$ cat config.mk
export PLATFORM = sky130hd
export DESIGN_NAME = trig_arbiter
export DESIGN_NICKNAME = d
export VERILOG_FILES = /design/src/rtl/trig_arb_pkg.sv /design/src/rtl/trig_src_slot.sv /design/src/rtl/trig_prio_pick.sv /design/src/rtl/trig_grant_ctrl.sv /design/src/rtl/trig_arbiter.sv
export SDC_FILE = /design/constraint.sdc
export NUM_CORES = 1
export LEC_CHECK = 0
export BUFFER_PORTS_ARGS = -buffer_cell sky130_fd_sc_hd__buf_4
export CORE_MARGIN = 5
export CORE_UTILIZATION = 50
export DETAILED_ROUTE_END_ITERATION = 6
export PLACE_DENSITY = 0.8
export SETUP_SLACK_MARGIN = 0.3
export SLEW_MARGIN = 40
export SYNTH_ARGS = -nofsm -noshare
export SYNTH_HDL_FRONTEND = slang
export SYNTH_HIERARCHICAL = 1
export SYNTH_SLANG_ARGS = --single-unit
$ cat constraint.sdc
create_clock -name clk -period 16.2 [get_ports clk]
set_input_delay 0 -clock clk [delete_from_list [all_inputs] [get_ports clk]]
set_output_delay 0 -clock clk [all_outputs]
set_load 0.03 [all_outputs]
$ cat src/rtl/trig_arb_pkg.sv
package trig_arb_pkg;

  typedef enum logic {
    SRC_CROSSBAR = 1'b0,
    SRC_TOUCH    = 1'b1
  } src_kind_e;

  // Sources below n_xbar are crossbar inputs, the rest are touch inputs.
  function automatic src_kind_e kind_of(input int unsigned idx, input int unsigned n_xbar);
    return (idx < n_xbar) ? SRC_CROSSBAR : SRC_TOUCH;
  endfunction

endpackage

$ cat src/rtl/trig_src_slot.sv
// One request slot: edge detection, trigger mode select, pending latch.
module trig_src_slot (
  input  logic clk,
  input  logic rst_n,
  input  logic hw_i,
  input  logic sw_i,
  input  logic sw_mode_i,
  input  logic enable_i,
  input  logic take_i,
  output logic req_o
);

  logic hw_q;
  logic pend_q;
  logic rise_w;
  logic event_w;

  assign rise_w  = hw_i & ~hw_q;
  assign event_w = sw_mode_i ? sw_i : rise_w;

  always_ff @(posedge clk or negedge rst_n) begin
    if (!rst_n) begin
      hw_q   <= 1'b0;
      pend_q <= 1'b0;
    end else begin
      hw_q <= hw_i;
      if (!enable_i) begin
        pend_q <= 1'b0;
      end else begin
        pend_q <= (pend_q & ~take_i) | event_w;
      end
    end
  end

  assign req_o = pend_q & enable_i;

endmodule

$ cat src/rtl/trig_prio_pick.sv
// Combinational winner selection: highest priority, lowest index on ties.
module trig_prio_pick #(
  parameter int unsigned N      = 10,
  parameter int unsigned PRIO_W = 3,
  parameter int unsigned IDX_W  = 4
) (
  input  logic [N-1:0]        req_i,
  input  logic [N*PRIO_W-1:0] prio_i,
  output logic                any_o,
  output logic [IDX_W-1:0]    win_o
);

  logic [PRIO_W-1:0] best_p;

  always_comb begin
    any_o  = 1'b0;
    best_p = '0;
    win_o  = '0;
    for (int i = 0; i < N; i++) begin
      // Strict comparison keeps the earlier (lower) index on equal priority.
      if (req_i[i] && (!any_o || (prio_i[i*PRIO_W +: PRIO_W] > best_p))) begin
        any_o  = 1'b1;
        best_p = prio_i[i*PRIO_W +: PRIO_W];
        win_o  = IDX_W'(i);
      end
    end
  end

endmodule

$ cat src/rtl/trig_grant_ctrl.sv
// Issues the start pulse, holds the grant index, returns the one-hot take.
module trig_grant_ctrl #(
  parameter int unsigned N     = 10,
  parameter int unsigned IDX_W = 4
) (
  input  logic             clk,
  input  logic             rst_n,
  input  logic             any_i,
  input  logic [IDX_W-1:0] win_i,
  input  logic             busy_i,
  output logic             start_o,
  output logic [IDX_W-1:0] grant_o,
  output logic [N-1:0]     take_o
);

  logic fire_w;

  // One idle cycle after every start gives the sequencer time to raise busy.
  assign fire_w = any_i & ~busy_i & ~start_o;

  always_comb begin
    take_o = '0;
    if (fire_w) begin
      take_o[win_i] = 1'b1;
    end
  end

  always_ff @(posedge clk or negedge rst_n) begin
    if (!rst_n) begin
      start_o <= 1'b0;
      grant_o <= '0;
    end else begin
      start_o <= fire_w;
      if (fire_w) begin
        grant_o <= win_i;
      end
    end
  end

endmodule

$ cat src/rtl/trig_arbiter.sv
module trig_arbiter
  import trig_arb_pkg::*;
#(
  parameter int unsigned NXBAR  = 8,
  parameter int unsigned NTOUCH = 2,
  parameter int unsigned PRIO_W = 3,
  localparam int unsigned NSRC  = NXBAR + NTOUCH,
  localparam int unsigned IDX_W = $clog2(NSRC)
) (
  input  logic                   clk,
  input  logic                   rst_n,
  input  logic [NSRC-1:0]        hw_trig_i,
  input  logic [NXBAR-1:0]       sw_trig_i,
  input  logic [NXBAR-1:0]       sw_mode_i,
  input  logic [NXBAR-1:0]       xbar_en_i,
  input  logic [NTOUCH-1:0]      touch_en_i,
  input  logic                   touch_bypass_i,
  input  logic [NSRC*PRIO_W-1:0] prio_i,
  input  logic                   seq_busy_i,
  output logic                   start_o,
  output logic [IDX_W-1:0]       grant_o,
  output logic [NTOUCH-1:0]      touch_direct_o
);

  logic [NSRC-1:0]  req_w;
  logic [NSRC-1:0]  take_w;
  logic             any_w;
  logic [IDX_W-1:0] win_w;

  for (genvar i = 0; i < NSRC; i++) begin : g_src
    logic en_w;
    logic sw_w;
    logic mode_w;

    if (kind_of(i, NXBAR) == SRC_CROSSBAR) begin : g_xbar
      assign en_w   = xbar_en_i[i];
      assign sw_w   = sw_trig_i[i];
      assign mode_w = sw_mode_i[i];
    end else begin : g_touch
      // Touch inputs: hardware edge only, and out of arbitration in bypass.
      assign en_w   = touch_en_i[i-NXBAR] & ~touch_bypass_i;
      assign sw_w   = 1'b0;
      assign mode_w = 1'b0;
    end

    trig_src_slot u_slot (
      .clk       (clk),
      .rst_n     (rst_n),
      .hw_i      (hw_trig_i[i]),
      .sw_i      (sw_w),
      .sw_mode_i (mode_w),
      .enable_i  (en_w),
      .take_i    (take_w[i]),
      .req_o     (req_w[i])
    );
  end

  trig_prio_pick #(
    .N      (NSRC),
    .PRIO_W (PRIO_W),
    .IDX_W  (IDX_W)
  ) u_pick (
    .req_i  (req_w),
    .prio_i (prio_i),
    .any_o  (any_w),
    .win_o  (win_w)
  );

  trig_grant_ctrl #(
    .N     (NSRC),
    .IDX_W (IDX_W)
  ) u_ctrl (
    .clk     (clk),
    .rst_n   (rst_n),
    .any_i   (any_w),
    .win_i   (win_w),
    .busy_i  (seq_busy_i),
    .start_o (start_o),
    .grant_o (grant_o),
    .take_o  (take_w)
  );

  assign touch_direct_o = touch_bypass_i ? hw_trig_i[NSRC-1:NXBAR] : '0;

endmodule

==> metrics, run 1 <==
status finished, final reports clean; number of global-route vias before repair 2289; post-synthesis sequential area ratio 0.2619; Final Hold Violating Endpoints 0; max frequency 0.06852 GHz; CP startpoint kind primary input; Die ar. 6259 um2; Final Cycle Share 0.9009; worst endpoint required time 16360 ps; Layout Nets between 400 and 500; Initial DRC Count 132; CP max FO 10; # IOs 77; power after layout 0.0002295 W; YS warnings 6; clk buf depth 2; number of vias per cell roughly 5.3; dpl hpwl just under 5000 um; Top FF cell, synth dfrtp_1; Setup Crit Path Kind in -> reg; Reg clk slew, reported paths 80 ps; VDD IR max approximately 57 uV; global-route wire length before repair 10210 um; Routed WL per cell 13.74 um; Worst setup EP type flop; MaxCap Viol Count 0; Worst Skew 5.323 ps; Worst Hold Depth 3; HP Class in -> reg; DRT Pass-1 Iters 4; row count 25; postcts setup bufs 0; met2 WL post-DR slightly above 3000 um; CTS tree done; CP max-delay cell dlygate4sd3_1; port buffer count between 70 and 80; Clk Latency, worst-skew pair around 270 ps; number of distinct library cells after synthesis 50; gate count after technology mapping 285; Placer Congestion 0.8276; initial cell density of the core 0.5091; Vias 2389; Worst Path Arrival 14750 ps; Lkg Pwr 1.646 nW; pwr dens between 60 and 70 nW/um2; Detailed Route WL between 6000 and 7000 um; largest net degree at the start of global routing 26; post-route minimum period 14590 ps; share of layout cells above drive strength 1 0.2468; Max Slew Vio Count 0; Worst-Margin Slew slightly below 700 ps; Routed Antenna Nets 0; Post-synth EDFFs 0; Yosys reg bits 25; die height ~80 um; R2R depth 65; ANT cells 0; area grow syn2layout 38.87%; Rel. slew slack 0.5336; CTS root buf clkbuf_8; Setup TNS 0 ps; core box area around 4700 um2; CTS H-tree lvls 1; routed wl met3 251 um; die extent in x 79.12 um; Num CTS Buffers 3; count of final setup violators 0; antenna violations before repair 0; post-synthesis area per instance 8.381 um2; unrepaired setup endpoints after global routing false; residual DRC count 0; Mapped Area roughly 2400 um2; clock sink count 25; total track usage 0.2004; max layer used met4; CP max stage delay 560 ps; total grt overflow 0; WL met1 ~2800 um; Post-synth ARST share 1.000
[metrics by stage]
step	hold WS [ps]	instance area (um2)	setup slack (ps)	std cells	util
after floorplan	-295.6	2407	4148	290	-
after global placement	-79.55	3012	2584	417	0.6419
after detailed placement	-82.27	3012	2349	417	0.6419
after CTS	0.8290	3317	1778	447	0.7069
after global routing	9.800	3317	498.7	447	0.7069
final	7.154	3317	1605	447	0.7069
[what timing repair did]
item                      in CTS  in global routing
hold buffers                  26                  0
hold endpoints to repair      45                  0
resized for setup              0                  0
[worst paths after layout]
check,start,endpoint,slack (ps)
setup / recovery,xbar_en_i[0],g_src[4].u_slot/pend_q$_DFF_PN0_,1610
hold / removal,sw_trig_i[2],g_src[2].u_slot/pend_q$_DFF_PN0_,7
setup reg to reg,g_src[0].u_slot/pend_q$_DFF_PN0_,g_src[4].u_slot/pend_q$_DFF_PN0_,1610
hold reg to reg,g_src[8].u_slot/hw_q$_DFF_PN0_,g_src[8].u_slot/pend_q$_DFF_PN0_,510
max in group asynchronous,rst_n,g_src[6].u_slot/hw_q$_DFF_PN0_,15800
min in group asynchronous,rst_n,g_src[9].u_slot/pend_q$_DFF_PN0_,160
[per-layer routing]
| metal | GRT usage | vias to the layer above |
|---|---|---|
| met1 | 0.2582 | 1076 |
| met3 | 0.02268 | 10 |
| met2 | 0.3544 | 60 |
| met4 | 0.05326 | 0 |
| met5 | 0 | - |
| li1 | - | 1243 |
[cell type report]
class	count	area, um2
clock buffer	4	45.04
fill	384	1375
inverter	28	105.1
multi-input combinational	234	1643
sequential	25	625.6
tap	54	67.56
timing repair buffer	102	830.8
[registers in the layout (all words and copies together) (netlist names)]
| name | flops |
|---|---|
| u_ctrl/start_o | 1 |
| g_src.u_slot/hw_q | 10 |
| u_ctrl/grant_o | 4 |
| g_src.u_slot/pend_q | 10 |
[cell usage after synthesis (all sizes together) (4+ instances only)]
cell type | n | area (um2)
a21o | 5 | 37.54
a21oi | 18 | 90.09
a31oi | 15 | 93.84
and2 | 17 | 106.4
dfrtp | 25 | 625.6
ha | 25 | 312.8
inv | 28 | 105.1
mux2 | 7 | 82.57
nand2 | 30 | 112.6
nand2b | 16 | 100.1
nor2 | 12 | 52.55
nor3 | 6 | 30.03
nor4 | 5 | 31.28
o21a | 4 | 30.03
o21ai | 14 | 81.33
or3b | 11 | 96.34
[power by group]
| group | internal [W] | switching (W) |
|---|---|---|
| clock | 0.0000176 | 0.0000192 |
| sequential | 0.0000695 | 0.00000370 |
| combinational | 0.0000574 | 0.0000621 |
[layout by cell type (no fill, tap or decap), types with 3 or more instances in the layout]
cell type      netlist  final
conb_1               1      6
or3b_1              11     11
o21ai_0             11     11
o21a_1               4      4
buf_4                0     76
nand2_1             30     30
mux2_2               6      6
nor2_1              11     11
and2_1              17     17
clkbuf_8             0      3
ha_1                25     25
nor4_1               5      5
a21o_1               5      5
dfrtp_1             25     25
nand2b_1            16     16
nor3_1               6      6
a31oi_1             15     15
a21oi_1             18     18
nor2b_1              3      3
inv_1               28     28
dlygate4sd3_1        0     26
nand3b_1             3      3
and3_1               3      3
[cell families (layout without fill, tap and decap cells)]
logic type	after synthesis	count (layout)	synth area share
flip-flops	25	25	0.2619
adder cells (fa/ha/maj)	25	25	0.1310
other	1	6	0.001570
buffers and inverters	31	134	0.05814
AO/OA/AOI/OAI	79	79	0.2294
multiplexers	9	9	0.04295
AND/OR/NAND/NOR	115	115	0.2750
[critical path, delay by kind of cell]
kind | cells | cell delay [ps]
buffers and inverters | 5 | 1310
adder cells (fa/ha/maj) | 9 | 2630
AND/OR/NAND/NOR | 17 | 3330
AO/OA/AOI/OAI | 34 | 6810
multiplexers | 2 | 670
(Power assumes the default switching activity.)
==> run 2: changes to the inputs <==
--- a/config.mk
+++ b/config.mk
@@ -9,10 +9,9 @@
 export CORE_MARGIN = 5
 export CORE_UTILIZATION = 50
 export DETAILED_ROUTE_END_ITERATION = 6
-export PLACE_DENSITY = 0.8
+export PLACE_DENSITY = 0.79
 export SETUP_SLACK_MARGIN = 0.3
 export SLEW_MARGIN = 40
 export SYNTH_ARGS = -nofsm -noshare
 export SYNTH_HDL_FRONTEND = slang
-export SYNTH_HIERARCHICAL = 1
 export SYNTH_SLANG_ARGS = --single-unit
==> run 2 against run 1 <==
Effect of this change:
- worst hold slack worse by 5.6 ps
- critical path depth is 5 lower
- non-clock buffer count is 7 lower
- synthesized area is 2.7% higher
- flip-flop and latch count stayed put
- global-route usage is 0.85 points higher
- die area is 2.3% higher
- fmax is 7.8% higher
- wire length is 7.0% higher
- power is 15% higher
- via count is 4.9% higher
- cell count is 0.45% lower
==> metrics, run 2 <==
status finished, final reports clean (unchanged); area grow syn2layout 35.87% (was 38.87%); # IOs 77 (unchanged); Post-synth ARST share 1.000 (unchanged); post-synthesis sequential area ratio 0.2551 (was 0.2619); Final Hold Violating Endpoints 0 (unchanged); largest family of logic cells by synthesized area compound AO/OA/AOI/OAI gates (was simple AND/OR/NAND/NOR gates); CP max stage delay 570 ps (was 560 ps); clk buf depth 2 (unchanged); unrepaired setup endpoints after global routing false (unchanged); commonest cells after routing, fill and taps aside buf_4, nand2_1, ha_1, dfrtp_1, inv_1 (was buf_4, nand2_1, inv_1); synth cell count leaders nand2_1, dfrtp_1, ha_1 (was nand2_1, inv_1, dfrtp_1, ha_1, a21oi_1); number of global-route vias before repair 2397 (was 2289); total grt overflow 0 (unchanged); ANT cells 0 (unchanged); Synth area leader dfrtp_1 (unchanged); Lkg Pwr 1.605 nW (was 1.646 nW); sw power 0.0001075 W (was 0.00008500 W); die height 80.04 um (was 79.12 um); Top FF cell, synth dfrtp_1 (unchanged); VDD IR max 63.09 uV (was 56.70 uV); Worst-Margin Slew 709.2 ps (was 692.3 ps); logic gate share of total power 0.575 (was 0.521); DP Cell Count 422 (was 417); Rel. slew slack 0.5243 (was 0.5336); postcts setup bufs 0 (unchanged); Post-Synth Simple-Gate Area 0.2153 (was 0.2750); worst r2r dst g_src[8].u_slot.pend_q$_DFF_PN0_ (was g_src[4].u_slot/pend_q$_DFF_PN0_); Clk Latency, worst-skew pair 270 ps (about the same); die extent in x 80.04 um (was 79.12 um); Yosys reg bits 25 (unchanged); initial cell density of the core 0.5158 (was 0.5091); Num CTS Buffers 3 (unchanged); HP Class in -> reg (unchanged); Sw Ratio 0.4076 (was 0.3703); max frequency 0.07388 GHz (was 0.06852 GHz); row count 25 (unchanged); Detailed Route WL 6571 um (was 6140 um); Syn Nets between 300 and 400; Hold WS 1.579 ps (was 7.154 ps); most frequent cell after synthesis nand2_1 (unchanged); Worst Path Arrival 13740 ps (was 14750 ps); count of final setup violators 0 (unchanged); largest registers g_src.u_slot.hw_q: 10 flops, g_src.u_slot.pend_q: 10 flops, u_ctrl.grant_o: 4 flops (was g_src.u_slot/hw_q: 10 flops, g_src.u_slot/pend_q: 10 flops, u_ctrl/grant_o: 4 flops); total track usage 0.2088 (was 0.2004); Initial DRC Count 147 (was 132); number of vias per cell 5.629 (was 5.345); cell-internal power 0.0001562 W (was 0.0001445 W); most common cell after layout, fill and taps aside buf_4 (unchanged); Area contributors post-synth dfrtp_1, ha_1, nand2_1, inv_1, a21oi_1 (was dfrtp_1, ha_1, nand2_1, and2_1, inv_1); Worst Hold Depth 2 (was 3); Placer Congestion 0.8617 (was 0.8276); Max Slew Vio Count 0 (unchanged); Routed Antenna Nets 0 (unchanged); post-synthesis adder-cell area fraction 0.1276 (was 0.1310); CTS H-tree lvls 1 (unchanged); Synth top area share 0.2551 (was 0.2619); post-route minimum period 13540 ps (was 14590 ps); worst flop-to-flop path startpoint g_src[0].u_slot.pend_q$_DFF_PN0_ (was g_src[0].u_slot/pend_q$_DFF_PN0_); YS warnings 0 (was 6); gate count after technology mapping 280 (was 285); Layout Nets 474 (was 489); port buffer count 76 (unchanged); multiplexer share of the synthesized area 0.05561 (was 0.04295); residual DRC count 0 (unchanged); hold path start xbar_en_i[3] (was sw_trig_i[2]); Critical path buffers and inverters 4 (was 5); worst endpoint required time 16410 ps (was 16360 ps); share of layout cells above drive strength 1 0.2672 (was 0.2468); Post-Layout Cell Count 445 (was 447); post-synthesis compound-gate area fraction 0.3122 (was 0.2294); CTS root buf clkbuf_8 (unchanged); Post-synth EDFFs 0 (unchanged); Setup TNS 0 ps (unchanged); R2R depth 62 (was 65); MaxCap Viol Count 0 (unchanged); Fillers 399 (was 384); crit-path leading delay family compound AO/OA/AOI/OAI gates (unchanged); power after layout 0.0002637 W (was 0.0002295 W); clock sink count 25 (unchanged); Die ar. 6406 um2 (was 6259 um2); largest net degree at the start of global routing 26 (unchanged); CP max FO 9 (was 10); dpl hpwl 5325 um (was 4834 um); CP max-delay cell dlygate4sd3_1 (unchanged); Final Cycle Share 0.8355 (was 0.9009); Flop pwr share 0.288 (was 0.319); CP startpoint kind flop (was primary input); CTS tree done (unchanged); DRT Pass-1 Iters 4 (unchanged); Vias 2505 (was 2389); Hold EP g_src[3].u_slot.pend_q$_DFF_PN0_ (was g_src[2].u_slot/pend_q$_DFF_PN0_); Mapped Area 2452 um2 (was 2389 um2); Routed WL per cell 14.77 um (was 13.74 um); Reg clk slew, reported paths 80 ps (about the same); antenna violations before repair 0 (unchanged); Worst setup EP type flop (unchanged); post-synthesis area per instance 8.758 um2 (was 8.381 um2); Worst Skew 2.232 ps (was 5.323 ps); clock share of power 0.137 (was 0.160); post-synthesis xor/xnor area fraction 0 (unchanged); pwr dens 79.16 nW/um2 (was 69.20 nW/um2); global-route wire length before repair 10820 um (was 10210 um); number of distinct library cells after synthesis 60 (was 50); most frequent CP cell ha_1; core box area 4755 um2 (was 4692 um2); reg2reg setup slack 2660 ps (was 1610 ps); Setup Crit Path Kind reg -> reg (was in -> reg)
==> run 2: cell count changes after synthesis, sizes merged, moves of 6 or more <==
cell | previous run | this run
a31oi | 15 | 5
and2 | 17 | 5
inv | 28 | 21
nand2b | 16 | 5
nand3 | 2 | 9
nor2 | 12 | 18
nor2b | 3 | 9
nor3b | 0 | 8
or3b | 11 | 0
==> run 2: routing by layer <==
| layer | GRT usage | share of wire |
|---|---|---|
| met5 | 0 | 0 |
| met4 | 0.05912 | 0.015 |
| met3 | 0.02596 | 0.065 |
| met2 | 0.3469 | 0.45 |
| met1 | 0.2835 | 0.47 |
==> run 2: cells by family after synthesis <==
group,Yosys count
AND/OR/NAND/NOR,102
AO/OA/AOI/OAI,94
buffers and inverters,22
flip-flops,25
multiplexers,12
adder cells (fa/ha/maj),25
==> run 2: worst max-delay path by stage <==
stage                     cells past startpoint                                to  slack [ps]                              from
after floorplan                              61  g_src[1].u_slot.pend_q$_DFF_PN0_        4410  g_src[0].u_slot.pend_q$_DFF_PN0_
after detailed placement                     62  g_src[1].u_slot.pend_q$_DFF_PN0_        2860  g_src[0].u_slot.pend_q$_DFF_PN0_
final                                        62  g_src[8].u_slot.pend_q$_DFF_PN0_        2660  g_src[0].u_slot.pend_q$_DFF_PN0_
after global placement                       61  g_src[1].u_slot.pend_q$_DFF_PN0_        3240  g_src[0].u_slot.pend_q$_DFF_PN0_
after CTS                                    62  g_src[8].u_slot.pend_q$_DFF_PN0_        2790  g_src[0].u_slot.pend_q$_DFF_PN0_
after global routing                         62  g_src[1].u_slot.pend_q$_DFF_PN0_        1460  g_src[0].u_slot.pend_q$_DFF_PN0_
==> run 2: what timing repair did <==
item	in CTS	in global routing
hold endpoints to repair	42	0
hold buffers	18	0
resized for setup	0	0
==> run 2: through the flow <==
| stage | util | setup slack, ps | area, um2 |
|---|---|---|---|
| 6_report | 0.7008 | 2664 | 3332 |
| 3_5_place_dp | 0.6524 | 2864 | 3102 |
| 4_1_cts | 0.7000 | 2795 | 3328 |
| 2_1_floorplan | - | 4405 | 2452 |
| 5_1_grt | 0.7008 | 1463 | 3332 |
| 3_3_place_gp | 0.6524 | 3242 | 3102 |
==> run 2: power groups by stage <==
stage	combinational (W)	clock (W)	sequential (W)
after floorplan	0.0000916	0	0.0000858
after global routing	0.000168	0.0000394	0.0000771
after CTS	0.000151	0.0000373	0.0000760
after detailed placement	0.000146	0	0.0000772
after global placement	0.000143	0	0.0000770
final	0.000152	0.0000361	0.0000761
==> run 2: layout make-up <==
cell class / instances / area, um2 / area share
clock inverters: 1 / 5.005 / 0.001502
flip-flops and latches: 25 / 625.6 / 0.1878
clock buffers: 3 / 41.29 / 0.01239
multi-input cells: 233 / 1743 / 0.5231
inverters: 21 / 78.83 / 0.02366
repair buffers: 95 / 754.5 / 0.2264
well taps: 67 / 83.83 / 0.02516
==> run 2: worst reg2reg max path, delay by kind of cell, from the launching register on <==
family,cells,cell delay [ps]
muxes,5,1680
and+or+nand+nor,20,3000
adders and majority gates,9,2340
AOI/OAI and AO/OA,24,5220
buffers and inverters,4,780
DFF,1,460
